### config.mk
export PLATFORM = sky130hd
export DESIGN_NAME = cal_clock
export DESIGN_NICKNAME = d
export VERILOG_FILES = /design/src/rtl/cal_clock.sv
export SDC_FILE = /design/constraint.sdc
export NUM_CORES = 1
export LEC_CHECK = 0
export BUFFER_PORTS_ARGS = -buffer_cell sky130_fd_sc_hd__buf_2
export CAP_MARGIN = 20
export CORE_ASPECT_RATIO = 0.6
export CORE_MARGIN = 1.5
export CORE_UTILIZATION = 35
export DETAILED_ROUTE_END_ITERATION = 6
export HOLD_SLACK_MARGIN = 0.03
export PLACE_DENSITY_LB_ADDON = 0.05
export SETUP_SLACK_MARGIN = 0.5
export SLEW_MARGIN = 20
export SYNTH_ARGS = -nofsm -noshare
export SYNTH_HDL_FRONTEND = slang
export SYNTH_SLANG_ARGS = --single-unit
### constraint.sdc
create_clock -name clk -period 2.9 [get_ports clk]
set_input_delay 0.58 -clock clk [delete_from_list [all_inputs] [get_ports clk]]
set_output_delay 0.58 -clock clk [all_outputs]
set_load 0.01 [all_outputs]
### src/rtl/cal_clock.sv
module cal_clock #(
  parameter int COMMIT_TICKS = 2
) (
  input  logic        clk,
  input  logic        rst_n,
  input  logic        tick,
  input  logic        wr_en,
  input  logic        wr_sel,
  input  logic [31:0] wr_data,
  output logic [31:0] time_word,
  output logic [31:0] date_word,
  output logic [1:0]  busy
);
  localparam int CW = $clog2(COMMIT_TICKS + 1);

  logic [5:0]  sec_q, min_q, yr_q;
  logic [4:0]  hr_q, day_q, mlen;
  logic [3:0]  mon_q;
  logic        leap_q;
  logic        pend_q, sel_q;
  logic [22:0] data_q;
  logic [CW-1:0] left_q;

  wire commit   = tick & pend_q & (left_q == CW'(1));
  wire commit_t = commit & ~sel_q;
  wire commit_d = commit & sel_q;
  wire sec_wrap = sec_q >= 6'd59;
  wire min_wrap = min_q >= 6'd59;
  wire hr_wrap  = hr_q >= 5'd23;
  wire day_carry = tick & sec_wrap & min_wrap & hr_wrap & ~commit_t;
  wire day_wrap = day_q >= mlen;
  wire mon_wrap = mon_q >= 4'd12;
  wire [5:0] yr_next = yr_q + 6'd1;

  always_comb begin
    case (mon_q)
      4'd2:                      mlen = leap_q ? 5'd29 : 5'd28;
      4'd4, 4'd6, 4'd9, 4'd11:   mlen = 5'd30;
      default:                   mlen = 5'd31;
    endcase
  end

  always_ff @(posedge clk) begin
    if (!rst_n) begin
      sec_q <= '0; min_q <= '0; hr_q <= '0;
    end else if (commit_t) begin
      sec_q <= data_q[5:0];
      min_q <= data_q[13:8];
      hr_q  <= data_q[20:16];
    end else if (tick) begin
      sec_q <= sec_wrap ? 6'd0 : sec_q + 6'd1;
      if (sec_wrap) min_q <= min_wrap ? 6'd0 : min_q + 6'd1;
      if (sec_wrap && min_wrap) hr_q <= hr_wrap ? 5'd0 : hr_q + 5'd1;
    end
  end

  always_ff @(posedge clk) begin
    if (!rst_n) begin
      day_q <= 5'd1; mon_q <= 4'd1; yr_q <= '0; leap_q <= 1'b0;
    end else if (commit_d) begin
      day_q  <= data_q[4:0];
      mon_q  <= data_q[11:8];
      yr_q   <= data_q[21:16];
      leap_q <= data_q[22];
    end else if (day_carry) begin
      if (day_wrap) begin
        day_q <= 5'd1;
        if (mon_wrap) begin
          mon_q  <= 4'd1;
          yr_q   <= yr_next;
          leap_q <= (yr_next[1:0] == 2'd2);
        end else begin
          mon_q <= mon_q + 4'd1;
        end
      end else begin
        day_q <= day_q + 5'd1;
      end
    end
  end

  always_ff @(posedge clk) begin
    if (!rst_n) begin
      pend_q <= 1'b0; sel_q <= 1'b0; data_q <= '0; left_q <= '0;
    end else if (wr_en && !pend_q) begin
      pend_q <= 1'b1;
      sel_q  <= wr_sel;
      data_q <= wr_data[22:0];
      left_q <= CW'(COMMIT_TICKS);
    end else if (tick && pend_q) begin
      left_q <= left_q - CW'(1);
      if (left_q == CW'(1)) pend_q <= 1'b0;
    end
  end

  assign time_word = {11'd0, hr_q, 2'd0, min_q, 2'd0, sec_q};
  assign date_word = {9'd0, leap_q, yr_q, 4'd0, mon_q, 3'd0, day_q};
  assign busy      = {pend_q & sel_q, pend_q & ~sel_q};

  AST_SEC_WRAP: assert property (@(posedge clk) disable iff (!rst_n)
    tick && busy == 2'b00 && time_word[5:0] == 6'd59 |=> time_word[5:0] == 6'd0);
  AST_FEB_LEAP: assert property (@(posedge clk) disable iff (!rst_n)
    tick && busy == 2'b00 && time_word == 32'h0017_3B3B && date_word == 32'h0040_021C
    |=> date_word[4:0] == 5'd29);
  AST_YEAR_STEP: assert property (@(posedge clk) disable iff (!rst_n)
    tick && busy == 2'b00 && time_word == 32'h0017_3B3B && date_word[11:0] == 12'hC1F
    |=> date_word[11:0] == 12'h101 && date_word[21:16] == $past(date_word[21:16]) + 6'd1);
  AST_WRITE_BUSY: assert property (@(posedge clk) disable iff (!rst_n)
    wr_en && busy == 2'b00 |=> busy != 2'b00);
  AST_BUSY_FALL: assert property (@(posedge clk) disable iff (!rst_n)
    $fell(|busy) |-> $past(tick));
  AST_DROP_WRITE: assert property (@(posedge clk) disable iff (!rst_n)
    wr_en && busy != 2'b00 |=> $stable(data_q));
  AST_NO_TICK_HOLD: assert property (@(posedge clk) disable iff (!rst_n)
    !tick |=> $stable(time_word) && $stable(date_word));
endmodule

## After elaboration in Yosys (flattened, before gate mapping)

Cells that the tools add are included.

- Register bits: 60
- Input port bits: 37
- Output and inout port bits: 66
- Word-level logic and storage cells: 96

- Add/sub/neg operators: 7
- Magnitude comparators: 5
- Equality and inequality tests: 7
- Muxes and demuxes: 33
- Bitwise logic cells: 13
- Reduce and logical (&&, ||, !) cells: 19

Operators with widths:

| kind | count |
|---|---|
| $mux W6 | 11 |
| $mux W5 | 7 |
| $add A6 B1 Y6 const B | 3 |
| $mux W4 | 4 |
| $reduce_bool A2 Y1 | 8 |
| $ge A6 B6 Y1 const B | 2 |
| $add A5 B1 Y5 const B | 2 |
| $and A1 B1 Y1 | 10 |
| $eq A4 B3 Y1 const B | 2 |
| $eq A4 B4 Y1 const B | 2 |
| $mux W1 | 8 |
| $reduce_and A2 Y1 | 4 |
| $ge A5 B5 Y1 | 1 |
| $ge A5 B5 Y1 const B | 1 |
| $add A4 B1 Y4 const B | 1 |
| $eq A4 B2 Y1 const B | 1 |
| $ge A4 B4 Y1 const B | 1 |
| $mux W2 | 2 |
| $pmux W2 S2 | 1 |
| $reduce_or A4 Y1 | 1 |
| $logic_and A1 B1 Y1 | 3 |
| $not A1 Y1 | 3 |
| $reduce_and A3 Y1 | 1 |
| $eq A2 B1 Y1 const B | 1 |
| other kinds (4) | 4 |

## Depth between registers and ports, before layout

- Word-level depth: 7
- Gate-level depth with buffers: 11
- Mapped depth without buffers: 11

## Least setup slack after synthesis

OpenSTA, ideal clock, no wires.

- Path kind: register -> register
- From: register mon_q[0]
- To: register mon_q[3]
- Setup time: 132 ps
- Data arrival time: 2,205 ps
- Required time: 2,768 ps
- Setup slack: 563 ps
- Cell stages (with the launch flop): 12
- Path buffers: 0
- Period minus slack after synthesis: 2,337 ps
- Cell sequence: dfxtp_1 -> inv_1 -> ha_1 -> o21ai_0 -> o21ai_0 -> o21ai_0 -> ha_1 -> nand2b_1 -> a21o_2 -> a21oi_1 -> or2_2 -> o22ai_1

- Longest elaborated chain between the ends: 6
- Elaborated cells between the ends (all ways): 16
- Classes of those cells: add/sub (1); order compare (2); eq/ne (5); mux (5); reduce/logical (3)

RTL lines:

| item | RTL line | source |
|---|---|---|
| from (decl) | 18 | `logic [3:0] mon_q;` |
| from (signal assigned) | 62 | `mon_q <= data_q[11:8];` |
| from (signal assigned) | 73 | `mon_q <= mon_q + 4'd1;` |
| $eq A4 B3 Y1 or $eq A4 B4 Y1 (tied branches) | 36 | `case (mon_q)` |
| $reduce_or A4 Y1 | 36 |  |
| $pmux W2 S2 | 36 |  |
| $ge A5 B5 Y1 | 31 | `wire day_wrap = day_q >= mlen;` |
| $reduce_bool A2 Y1 (no line) | -- |  |
| $reduce_and A2 Y1 (no line) | -- |  |

Several ways; a longest one is shown, not always the timed one. The select of a mux whose other input is x is not followed.
A chain may end at the register's enable or synchronous reset.

## Final worst setup path

- From: register mon_q[1]
- To: register leap_q

- Longest elaborated chain between the ends: 6
- Elaborated cells between the ends (all ways): 12
- Classes of those cells: order compare (2); eq/ne (5); mux (1); reduce/logical (4)

RTL lines:

| item | RTL line | source |
|---|---|---|
| $eq A4 B3 Y1 or $eq A4 B4 Y1 (tied branches) | 36 |  |
| $reduce_or A4 Y1 | 36 |  |
| $pmux W2 S2 | 36 |  |
| $ge A5 B5 Y1 | 31 |  |
| $reduce_bool A2 Y1 (no line) | -- |  |
| $reduce_and A3 Y1 (no line) * | -- |  |
| to (signal assigned) | 64 | `leap_q <= data_q[22];` |
| to (signal assigned) | 71 | `leap_q <= (yr_next[1:0] == 2'd2);` |
| to (decl) | 19 | `logic leap_q;` |

Every way passes the cells marked *; elsewhere a longest branch is shown, timed or not.

==> flow_summary_export.csv <==
group,metric,value,unit
place,gp_congestion,0.807,
clocking,cts_buffers,5,
grt,grt_start_max_net_pins,47,
floorplan,io_pins,103,
setup_path,cp.required,3.06,ns
floorplan,core,0.00872,mm^2
clocking,cts.path.max_buffers,2,
route,vias,2888,
place,post-place-cells,551,
route,dr.pass1.iters,4,
synthesis,ys_seq_area_share,34.9,%
synthesis,ys.flop_type,"dfxtp_1",
synthesis,synthArstFlopShare,0,%
clocking,clock_latency,0.30,ns
setup_path,path_buf_inv,1,
setup_path,worstPathCellList,"inv_1 > ha_1 > o21ai_1 > o21ai_1 > o21ai_1 > ha_1 > nand2b_1 > a21o_4 > and3b_1 > a211oi_1 > a211oi_1",
route,wl_per_cell,15.4,um
synthesis,ys_types,58,
pwr,power,1580,uW
cells_and_area,layout_commonest_cell,"nand2_1",
clocking,cts-root-buf,"clkbuf_16",
floorplan,dieWidth,127,um
timing,worstMarginPinSlew,0.906,ns
route,dr.max_layer_used,"met4",
synthesis,syn_inst,399,
setup_path,critPathLaunchType,"flop",
timing,finalHoldViolations,0,
timing,rsz0062_at_grt,"no",
setup_path,r2r_cells,11,
clocking,htree_levels,2,
run_status,outcome,"finished, final reports clean",
timing,fin_setup_tns,0,ns
setup_path,cpMaxStageDelayCell,"dfxtp_2",
route,drt_iter0_drc,131,
setup_path,cpMostUsedCell,"o21ai_1",
synthesis,synth_edf_count,0,
setup_path,cp.depth,11,
grt,grt_overflow,0,
pwr,p_leak,0.00149,uW
grt,antenna_found_initial,0,
place,post-place-ws,0.286,ns
grt,grt_pass1_vias,2693,
clocking,path_clk_slew,0.08,ns
clocking,clock_sinks,56,
cells_and_area,drive_gt1_share,21.3,%
place,port_buffers,58,
route,wl_met2,3330,um
setup_path,end_kind,"flop",
worst_hold_path,holdPathStages,2,
route,drc_errors,0,
setup_path,arrival,2.41,ns
worst_hold_path,holdCritPathClass,"flop to flop",
pwr,powerDensity,433,mW/mm^2
timing,fmax,446,MHz
cells_and_area,final_cell_mix,"nand2_1, buf_2, dfxtp_1",
place,dp_hpwl,6180,um
floorplan,die_h,77.2,um
setup_path,path_class,"flop to flop",
cells_and_area,finalNonFillerCells,562,
cells_and_area,syn_to_final_growth,13.5,%
timing,slew_violations,0,
setup_path,critPathTopFamily,"compound AO/OA/AOI/OAI gates",
timing,clock_skew,0.00760,ns
setup_path,crit_path_max_fanout,5,
pwr,max-vdd-ir-drop,257,uV
timing,finalWorstSetupSlack,0.659,ns
synthesis,synth_seq_cells,56,
run,maxCapViolCount,0,
clocking,cts_tree,"yes",
synthesis,synth_area_per_cell,8.05,um^2
grt,grt_pass1_wl,13900,um
route,routed_wl,8650,um
timing,relSlewSlack,39.6,%
cells_and_area,diodes,0,
timing,fin_crit,2.24,ns
floorplan,row_count,26,
timing,finalSetupViolations,0,
cells_and_area,nets,499,
timing,fin_crit_sh,77.3,%
grt,grtUsageTotal,18.0,%
floorplan,initial_utilization,36.9,%
synthesis,netlist_area,0.00321,mm^2
setup_path,cpPeakStageDelay,0.37,ns
route,via_per_inst,5.14,
floorplan,dieArea,0.00978,mm^2
route,met3WireLength,453,um
synthesis,ys_warn_count,0,
route,postRouteAntennaNets,0,
route,wl_met1,4790,um
worst paths after layout:
| path | from | endpoint | slack, ns |
|---|---|---|---|
| worst max register to register | mon_q[1]$_SDFFE_PN0P_ | leap_q$_SDFFE_PN0P_ | 0.66 |
| worst max-delay path | mon_q[1]$_SDFFE_PN0P_ | leap_q$_SDFFE_PN0P_ | 0.66 |
| worst min-delay path | data_q[13]$_SDFFE_PN0P_ | min_q[5]$_SDFFE_PN0P_ | 0.46 |
| worst min register to register | data_q[13]$_SDFFE_PN0P_ | min_q[5]$_SDFFE_PN0P_ | 0.46 |
Yosys cell counts (5+ instances only):
master	count	area share, %
nand3_1	13	2.0
a22oi_1	6	1.4
a21oi_1	34	5.3
a31oi_1	9	1.8
ha_1	13	5.1
dfxtp_1	56	35
o211ai_1	7	1.6
buf_2	5	0.78
or4_1	5	1.2
nor2_1	19	2.2
clkbuf_1	10	1.2
o31ai_1	8	1.9
a221oi_1	5	1.4
inv_1	15	1.8
nor3_1	7	1.1
buf_4	34	7.9
o21ai_0	23	3.6
nand2_1	63	7.4
a211oi_1	8	1.9
per-stage QoR:
stage               util [%]  hold slack [ns]  instance area [um^2]
finish                  41.8            0.456                  3650
global route            41.8            0.474                  3650
CTS                     41.5            0.457                  3620
detailed placement      39.5            0.447                  3440
global placement        39.5            0.443                  3440
floorplan                  -            0.430                  3330
repair_timing:
item,in CTS,in global routing
resized for setup,6,9
endpoints found under the setup margin,13,14
hold endpoints to repair,0,0
pin swaps,1,7
buffers inserted,1,2
hold buffers,0,0
gates cloned,0,0
kinds of logic (layout without fill, tap and decap cells):
kind of cell	after synthesis	count (layout)	share of synthesized area [%]
simple gates	136	136	20.9
compound gates	118	118	24.7
buf+inv	71	92	13.2
flops	56	56	34.9
fa+ha+maj	13	13	5.06
xor+xnor	3	3	0.818
other cells	1	31	0.117
mux	1	1	0.312
report_power, final:
group | internal, uW | leakage (uW) | switching, uW | total, uW
Combinational | 43.6 | 0.000957 | 88.1 | 132
Sequential | 792 | 0.000456 | 24.7 | 817
Clock | 342 | 0.0000766 | 290 | 632
Total | 1180 | 0.00149 | 403 | 1580
per-layer routing:
layer,vias to the layer above,track usage [%]
li1,1464,-
met1,1330,27.7
met2,87,24.9
met3,7,3.63
met4,0,4.77
met5,-,0
worst register-to-register path, delay by kind of cell (launching register included):
kind	cells	cell delay (ns)
AOI/OAI and AO/OA	6	0.88
adders and majority gates	2	0.42
buffers and inverters	1	0.08
DFF	1	0.37
and+or+nand+nor	2	0.36
cell type report:
cell class / count / area (um^2)
clock inverter: 2 / 10.0
tap: 112 / 140
fill: 930 / 5070
timing repair buffer: 68 / 365
sequential: 56 / 1120
multi-input combinational: 302 / 1810
clock buffer: 6 / 139
inverter: 16 / 62.6
state kept, by name, indices dropped and copies added, names as in the netlist, 2 cells and up:
signal	flops
mon_q	4
left_q	2
min_q	6
yr_q	6
day_q	5
hr_q	5
sec_q	6
data_q	19
No activity file was read; power rests on OpenSTA's default activity.
